$ cat src/rtl/asp_pkg.sv
package asp_pkg;
  // payload width of one serial word (eight data bits plus optional ninth)
  localparam int WORD_W = 9;

  typedef enum logic {
    LN_IDLE = 1'b0,
    LN_BUSY = 1'b1
  } line_state_e;

  function automatic logic vote3(input logic a, input logic b, input logic c);
    return (a & b) | (a & c) | (b & c);
  endfunction
endpackage

$ cat src/rtl/asp_baud_gen.sv
module asp_baud_gen #(
  parameter int DIV_W    = 8,
  parameter int SLOW_MUL = 4   // power of two
) (
  input  logic             clk,
  input  logic             rst_n,
  input  logic [DIV_W-1:0] divisor,
  input  logic             fast,
  output logic             tick
);
  localparam int MUL_W = $clog2(SLOW_MUL);
  localparam int CNT_W = DIV_W + MUL_W;

  logic [CNT_W-1:0] cnt_q;
  logic [CNT_W-1:0] limit;

  // tick period: divisor+1 clocks, or SLOW_MUL times that in slow mode
  always_comb begin
    if (fast) limit = {{MUL_W{1'b0}}, divisor};
    else      limit = {divisor, {MUL_W{1'b1}}};
  end

  always_ff @(posedge clk or negedge rst_n) begin
    if (!rst_n) begin
      cnt_q <= '0;
      tick  <= 1'b0;
    end else if (cnt_q >= limit) begin
      cnt_q <= '0;
      tick  <= 1'b1;
    end else begin
      cnt_q <= cnt_q + 1'b1;
      tick  <= 1'b0;
    end
  end
endmodule

$ cat src/rtl/asp_tx.sv
module asp_tx
  import asp_pkg::*;
#(
  parameter int OVS = 16
) (
  input  logic              clk,
  input  logic              rst_n,
  input  logic              tick,
  input  logic              enable,
  input  logic              nine,
  input  logic [WORD_W-1:0] in_data,
  input  logic              in_valid,
  output logic              in_ready,
  output logic              txd,
  output logic              shift_empty
);
  localparam int SUB_W = $clog2(OVS);
  localparam int FR_W  = WORD_W + 2;
  localparam int IDX_W = $clog2(FR_W);

  line_state_e       state_q;
  logic              hold_full_q;
  logic [WORD_W-1:0] hold_q;
  logic [FR_W-1:0]   frame_q;
  logic [IDX_W-1:0]  idx_q;
  logic [IDX_W-1:0]  stop_q;
  logic [SUB_W-1:0]  sub_q;
  logic              txd_q;

  logic            bit_end;
  logic            last_tick;
  logic            load;
  logic [FR_W-1:0] next_frame;

  assign bit_end    = tick && (state_q == LN_BUSY) && (sub_q == SUB_W'(OVS - 1));
  assign last_tick  = bit_end && (idx_q == stop_q);
  assign load       = tick && hold_full_q && enable && ((state_q == LN_IDLE) || last_tick);
  assign next_frame = {1'b1, (nine ? hold_q[WORD_W-1] : 1'b1), hold_q[WORD_W-2:0], 1'b0};

  always_ff @(posedge clk or negedge rst_n) begin
    if (!rst_n) begin
      state_q     <= LN_IDLE;
      hold_full_q <= 1'b0;
      hold_q      <= '0;
      frame_q     <= '1;
      idx_q       <= '0;
      stop_q      <= '0;
      sub_q       <= '0;
      txd_q       <= 1'b1;
    end else begin
      if (in_valid && !hold_full_q) begin
        hold_full_q <= 1'b1;
        hold_q      <= in_data;
      end else if (load) begin
        hold_full_q <= 1'b0;
      end

      if (load) begin
        state_q <= LN_BUSY;
        frame_q <= next_frame;
        idx_q   <= '0;
        sub_q   <= '0;
        stop_q  <= nine ? IDX_W'(FR_W - 1) : IDX_W'(FR_W - 2);
        txd_q   <= 1'b0;
      end else if (last_tick) begin
        state_q <= LN_IDLE;
        txd_q   <= 1'b1;
      end else if (bit_end) begin
        sub_q   <= '0;
        idx_q   <= idx_q + 1'b1;
        txd_q   <= frame_q[1];
        frame_q <= {1'b1, frame_q[FR_W-1:1]};
      end else if (tick && (state_q == LN_BUSY)) begin
        sub_q <= sub_q + 1'b1;
      end
    end
  end

  assign in_ready    = !hold_full_q;
  assign txd         = txd_q;
  assign shift_empty = (state_q == LN_IDLE);
endmodule

$ cat src/rtl/asp_rx.sv
module asp_rx
  import asp_pkg::*;
#(
  parameter int OVS = 16
) (
  input  logic              clk,
  input  logic              rst_n,
  input  logic              tick,
  input  logic              rxd,
  input  logic              nine,
  input  logic              run,
  output logic              done,
  output logic [WORD_W-1:0] word,
  output logic              ferr
);
  localparam int SUB_W = $clog2(OVS);
  localparam int MID   = OVS / 2;
  localparam int IDX_W = $clog2(WORD_W + 2);

  logic [1:0]        sync_q;
  logic              smp;
  logic              prev_q;
  line_state_e       state_q;
  logic [SUB_W-1:0]  sub_q;
  logic [IDX_W-1:0]  idx_q;
  logic [IDX_W-1:0]  stop_q;
  logic              nine_q;
  logic [1:0]        votes_q;
  logic [WORD_W-1:0] data_q;
  logic              vote_now;

  assign smp      = sync_q[1];
  assign vote_now = vote3(votes_q[0], votes_q[1], smp);

  always_ff @(posedge clk or negedge rst_n) begin
    if (!rst_n) begin
      sync_q  <= 2'b11;
      prev_q  <= 1'b1;
      state_q <= LN_IDLE;
      sub_q   <= '0;
      idx_q   <= '0;
      stop_q  <= '0;
      nine_q  <= 1'b0;
      votes_q <= 2'b11;
      data_q  <= '0;
      done    <= 1'b0;
      word    <= '0;
      ferr    <= 1'b0;
    end else begin
      sync_q <= {sync_q[0], rxd};
      done   <= 1'b0;
      if (tick) begin
        if (state_q == LN_IDLE || !run) begin
          state_q <= LN_IDLE;
          prev_q  <= smp;
          if (state_q == LN_IDLE && run && prev_q && !smp) begin
            state_q <= LN_BUSY;
            sub_q   <= '0;
            idx_q   <= '0;
            nine_q  <= nine;
            stop_q  <= nine ? IDX_W'(WORD_W + 1) : IDX_W'(WORD_W);
          end
        end else begin
          sub_q <= sub_q + 1'b1;
          if (sub_q == SUB_W'(MID - 1)) votes_q[0] <= smp;
          if (sub_q == SUB_W'(MID))     votes_q[1] <= smp;
          if (sub_q == SUB_W'(MID + 1)) begin
            if (idx_q == '0) begin
              if (vote_now) begin
                state_q <= LN_IDLE;
                prev_q  <= smp;
              end
            end else if (idx_q == stop_q) begin
              done    <= 1'b1;
              ferr    <= !vote_now;
              word    <= nine_q ? data_q : {1'b0, data_q[WORD_W-1:1]};
              state_q <= LN_IDLE;
              prev_q  <= smp;
            end else begin
              data_q <= {vote_now, data_q[WORD_W-1:1]};
            end
          end
          if (sub_q == SUB_W'(OVS - 1)) begin
            sub_q <= '0;
            idx_q <= idx_q + 1'b1;
          end
        end
      end
    end
  end
endmodule

$ cat src/rtl/asp_fifo.sv
module asp_fifo #(
  parameter int W     = 10,
  parameter int DEPTH = 2
) (
  input  logic         clk,
  input  logic         rst_n,
  input  logic         push,
  input  logic [W-1:0] din,
  input  logic         pop,
  output logic         valid,
  output logic         full,
  output logic [W-1:0] dout
);
  localparam int PW = (DEPTH > 1) ? $clog2(DEPTH) : 1;
  localparam int CW = $clog2(DEPTH + 1);

  logic [W-1:0]  mem_q [DEPTH];
  logic [PW-1:0] wr_q;
  logic [PW-1:0] rd_q;
  logic [CW-1:0] cnt_q;

  function automatic logic [PW-1:0] bump(input logic [PW-1:0] p);
    return (p == PW'(DEPTH - 1)) ? '0 : p + 1'b1;
  endfunction

  always_ff @(posedge clk) begin
    if (push) mem_q[wr_q] <= din;
  end

  always_ff @(posedge clk or negedge rst_n) begin
    if (!rst_n) begin
      wr_q  <= '0;
      rd_q  <= '0;
      cnt_q <= '0;
    end else begin
      if (push) wr_q <= bump(wr_q);
      if (pop)  rd_q <= bump(rd_q);
      if (push && !pop)      cnt_q <= cnt_q + 1'b1;
      else if (pop && !push) cnt_q <= cnt_q - 1'b1;
    end
  end

  assign valid = (cnt_q != '0);
  assign full  = (cnt_q == CW'(DEPTH));
  assign dout  = mem_q[rd_q];
endmodule

$ cat src/rtl/async_serial_port.sv
module async_serial_port
  import asp_pkg::*;
#(
  parameter int DIV_W    = 8,
  parameter int OVS      = 16,
  parameter int SLOW_MUL = 4,
  parameter int RX_DEPTH = 2
) (
  input  logic             clk,
  input  logic             rst_n,
  input  logic [DIV_W-1:0] cfg_divisor,
  input  logic             cfg_fast,
  input  logic             cfg_tx_nine,
  input  logic             cfg_rx_nine,
  input  logic             tx_enable,
  input  logic             rx_port_en,
  input  logic             rx_continuous,
  input  logic [8:0]       tx_data,
  input  logic             tx_valid,
  output logic             tx_ready,
  output logic             txd,
  output logic             tx_shift_empty,
  input  logic             rxd,
  output logic [8:0]       rx_data,
  output logic             rx_ferr,
  output logic             rx_valid,
  input  logic             rx_ready,
  output logic             rx_overrun
);
  logic              tick;
  logic              rx_done;
  logic [WORD_W-1:0] rx_word;
  logic              rx_word_ferr;
  logic              fifo_full;
  logic              pop;
  logic              push;
  logic              overrun_q;
  logic              rx_run;

  asp_baud_gen #(.DIV_W(DIV_W), .SLOW_MUL(SLOW_MUL)) u_baud (
    .clk(clk), .rst_n(rst_n), .divisor(cfg_divisor), .fast(cfg_fast), .tick(tick)
  );

  asp_tx #(.OVS(OVS)) u_tx (
    .clk(clk), .rst_n(rst_n), .tick(tick), .enable(tx_enable), .nine(cfg_tx_nine),
    .in_data(tx_data), .in_valid(tx_valid), .in_ready(tx_ready),
    .txd(txd), .shift_empty(tx_shift_empty)
  );

  assign rx_run = rx_port_en && rx_continuous && !overrun_q;

  asp_rx #(.OVS(OVS)) u_rx (
    .clk(clk), .rst_n(rst_n), .tick(tick), .rxd(rxd), .nine(cfg_rx_nine), .run(rx_run),
    .done(rx_done), .word(rx_word), .ferr(rx_word_ferr)
  );

  assign pop  = rx_valid && rx_ready;
  assign push = rx_done && !(fifo_full && !pop);

  asp_fifo #(.W(WORD_W + 1), .DEPTH(RX_DEPTH)) u_fifo (
    .clk(clk), .rst_n(rst_n), .push(push), .din({rx_word_ferr, rx_word}),
    .pop(pop), .valid(rx_valid), .full(fifo_full), .dout({rx_ferr, rx_data})
  );

  always_ff @(posedge clk or negedge rst_n) begin
    if (!rst_n)                               overrun_q <= 1'b0;
    else if (!rx_continuous)                  overrun_q <= 1'b0;
    else if (rx_done && fifo_full && !pop)    overrun_q <= 1'b1;
  end

  assign rx_overrun = overrun_q;
endmodule

$ cat config.mk
export PLATFORM = sky130hd
export DESIGN_NAME = async_serial_port
export DESIGN_NICKNAME = d
export VERILOG_FILES = /design/src/rtl/asp_pkg.sv /design/src/rtl/asp_baud_gen.sv /design/src/rtl/asp_tx.sv /design/src/rtl/asp_rx.sv /design/src/rtl/asp_fifo.sv /design/src/rtl/async_serial_port.sv
export SDC_FILE = /design/constraint.sdc
export NUM_CORES = 1
export LEC_CHECK = 0
export ABC_AREA = 1
export BUFFER_PORTS_ARGS = -buffer_cell sky130_fd_sc_hd__buf_2
export CAP_MARGIN = 40
export CORE_ASPECT_RATIO = 0.9
export CORE_MARGIN = 4
export CORE_UTILIZATION = 50
export DETAILED_ROUTE_END_ITERATION = 16
export PLACE_DENSITY = 0.73
export SYNTH_ARGS = -nofsm -noshare
export SYNTH_HDL_FRONTEND = slang
export SYNTH_HIERARCHICAL = 1
export SYNTH_SLANG_ARGS = --single-unit
export TNS_END_PERCENT = 5
$ cat constraint.sdc
create_clock -name clk -period 4.2 [get_ports clk]
set_clock_uncertainty 0.15 [all_clocks]
set_input_delay 0.42 -clock clk [delete_from_list [all_inputs] [get_ports clk]]
set_output_delay 0.42 -clock clk [all_outputs]
set_load 0.05 [all_outputs]
==> reports/qor.yml <==
status: "finished, final reports clean"
vias: 3892
critPathRequiredTime_ns: 4.01
setup_tns_ns: 0
cap_violations: 0
yosysSeqAreaShare_pct: 50.66
cts_resized: 0
r2r-start: "u_fifo/cnt_q[0]"
dominantRegCellSynth: "dfrtp_1"
vias_per_cell: 5.009
max_freq_mhz: 432.2
crit_buf_inv: 2
cts_num_sinks: 105
powerDensity_nw_per_um2: 477.8
routedWlPerCell_um: 11.99
area_growth_pct: 11.91
p_leak_nw: 3.142
critPathKind: "reg2reg"
fin_area_um2: 6067
die_h_um: 106.8
grt_pass1_vias: 3808
synth_seq_cells: 105
avgSynthCellArea_um2: 9.021
synth_common_cells: "158 x nand2_1, 87 x inv_1, 70 x dfrtp_1, 48 x nand3_1, 39 x nor2_1"
num_rows: 35
synth_edf_count: 20
worstSetupStartpointType: "register"
cp_max_fo: 10
synth_area_um2: 5421
first_iter_violations: 177
syn_inst: 601
grt-ovfl-total: 0
place_inst: 760
drive_above_1_share_pct: 21.60
n_antenna_cell: 0
crit_chain: "inv_1 -> nand2_1 -> nand2_1 -> a21boi_0 -> inv_1 -> nor2_1"
cts_tree: "built"
htreeDepth: 3
finalPower_mw: 2.899
crit_family: "simple AND/OR/NAND/NOR gates"
cp-end-kind: "register"
yosysTopAreaCell: "dfrtp_1"
synthTopCellsByArea: "dfrtp_1 32%, edfxtp_1 11%, nand2_1 11%"
max-vdd-ir-drop_uv: 312.5
cp-startpoint: "u_fifo/cnt_q[0]"
synth_nets: 648
final_hold_viol_count: 0
fin_cells: 777
drc_errors: 0
path_clk_slew_ns: 0.07
place_area_um2: 5715
start_util_pct: 52.02
core_um2: 10420
min_period_over_period_pct: 55.09
grt_pass1_wl_um: 16480
post-place-ws_ns: 1.893
track_usage_pct: 15.78
wl_um: 9313
cts_buffers: 9
ys_types: 39
drtPass1Iterations: 4
hold_depth: 1
boundaryPins: 43
rsz0062_at_grt: "no"
grt_max_degree: 67
async_flop_share_pct: 80.95
period_needed_ns: 2.314
portBuffers: 42
nNetsFinal: 690
crit_path_max_incr_delay_ns: 0.66
synth_top_area_share_pct: 32.31
yosysWarnings: 6
synth_most_common_cell: "nand2_1"
worst-path-stages: 6
root_buffer: "clkbuf_16"
setup_viol: 0
hp-start: "rxd"
final_core_util_pct: 58.21
setup_ws_ns: 1.886
hold_ws_ns: 0.04993
hold_class: "in2reg"
die_width_um: 117.8
reg2reg_depth: 6
nFillCells: 899
dieArea_um2: 12580
relSlewSlack_pct: 43.36
antenna_found_initial: 0
ant_nets: 0
worst_pin_slew_ns: 0.8465
dpl.hpwl_um: 6751
ctsLongestPathBuffers: 2
arrival_ns: 2.13
clkLatencyLatePin_ns: 0.34
place.gp.congestion: 0.8232
slowest_stage: "nor2_1"
drv_slew: 0
[cell families (layout without fill, tap and decap cells)]
| kind of cell | Yosys count | in the layout | synth area share, % |
|---|---|---|---|
| xor+xnor | 11 | 11 | 1.777 |
| buf+inv | 105 | 152 | 8.446 |
| mux | 20 | 20 | 4.731 |
| fa+ha+maj | 19 | 19 | 4.385 |
| compound gates | 64 | 64 | 7.455 |
| simple gates | 277 | 277 | 22.55 |
| flops | 105 | 105 | 50.66 |
[worst register-to-register path, cell delays in order (launching register included)]
cell,delay [ns]
dfrtp_1,0.40
inv_1,0.07
nand2_1,0.08
nand2_1,0.09
a21boi_0,0.41
inv_1,0.08
nor2_1,0.66
[sequential cells by signal (all words and copies together), names as in the netlist, 2 cells and up]
name,count
u_rx/stop_q,3
u_baud/cnt_q,10
u_tx/hold_q,9
u_rx/word,9
u_rx/data_q,9
u_rx/sub_q,4
u_fifo/mem_q,20
u_rx/idx_q,4
u_fifo/cnt_q,2
u_rx/sync_q,2
u_tx/frame_q,9
u_tx/idx_q,4
u_tx/sub_q,4
u_tx/stop_q,3
u_rx/votes_q,2
[power by group]
part / total [mW] / leakage, nW / switching, mW / internal, mW
Combinational: 0.609 / 1.74 / 0.363 / 0.245
Clock: 0.945 / 0.166 / 0.362 / 0.582
Sequential: 1.35 / 1.24 / 0.142 / 1.20
Total: 2.90 / 3.14 / 0.868 / 2.03
[per-layer routing]
metal	global-route usage [%]	share of wire, %	routed length, µm	vias to the layer above
li1	-	-	-	1996
met1	18.84	45	4212	1829
met2	28.64	51	4708	65
met3	3.692	3.7	347	2
met4	4.435	0.47	44	0
met5	0	0	0	-
[final cells by class]
cell class,count,area (µm²),area share [%]
Sequential cell,105,2746,45.27
Multi-Input combinational cell,391,2217,36.54
Inverter,92,350.3,5.774
Timing Repair Buffer,44,250.2,4.125
Clock buffer,9,225.2,3.712
Tap cell,129,161.4,2.660
Clock inverter,7,116.4,1.918
[final timing paths]
| path | to | slack [ns] |
|---|---|---|
| worst max register to register | u_fifo/mem_q[0][8] | 1.89 |
| worst min register to register | u_rx/sync_q[1] | 0.21 |
| worst max-delay path | u_fifo/mem_q[0][8] | 1.89 |
| max in group asynchronous | u_tx/frame_q[4] | 2.88 |
| min in group asynchronous | rx_overrun | 0.36 |
| worst min-delay path | u_rx/sync_q[0] | 0.05 |
[placed cells by master (no fill, tap or decap), drive strengths merged, types with 14 or more instances in the layout]
cell type and count:
dfstp 15, nand2 170, dfrtp 70, ha 19, inv 92, mux2 18, nand3 48, a21oi 14
o21ai 46, edfxtp 20, nor2 49, buf 43
[timing repair]
| item | in CTS | in global routing |
|---|---|---|
| buffers inserted | 0 | 0 |
| hold endpoints to repair | 19 | 0 |
| endpoints found under the setup margin | 0 | 0 |
| hold buffers | 1 | 0 |
Power figures use the tool's default switching activity.
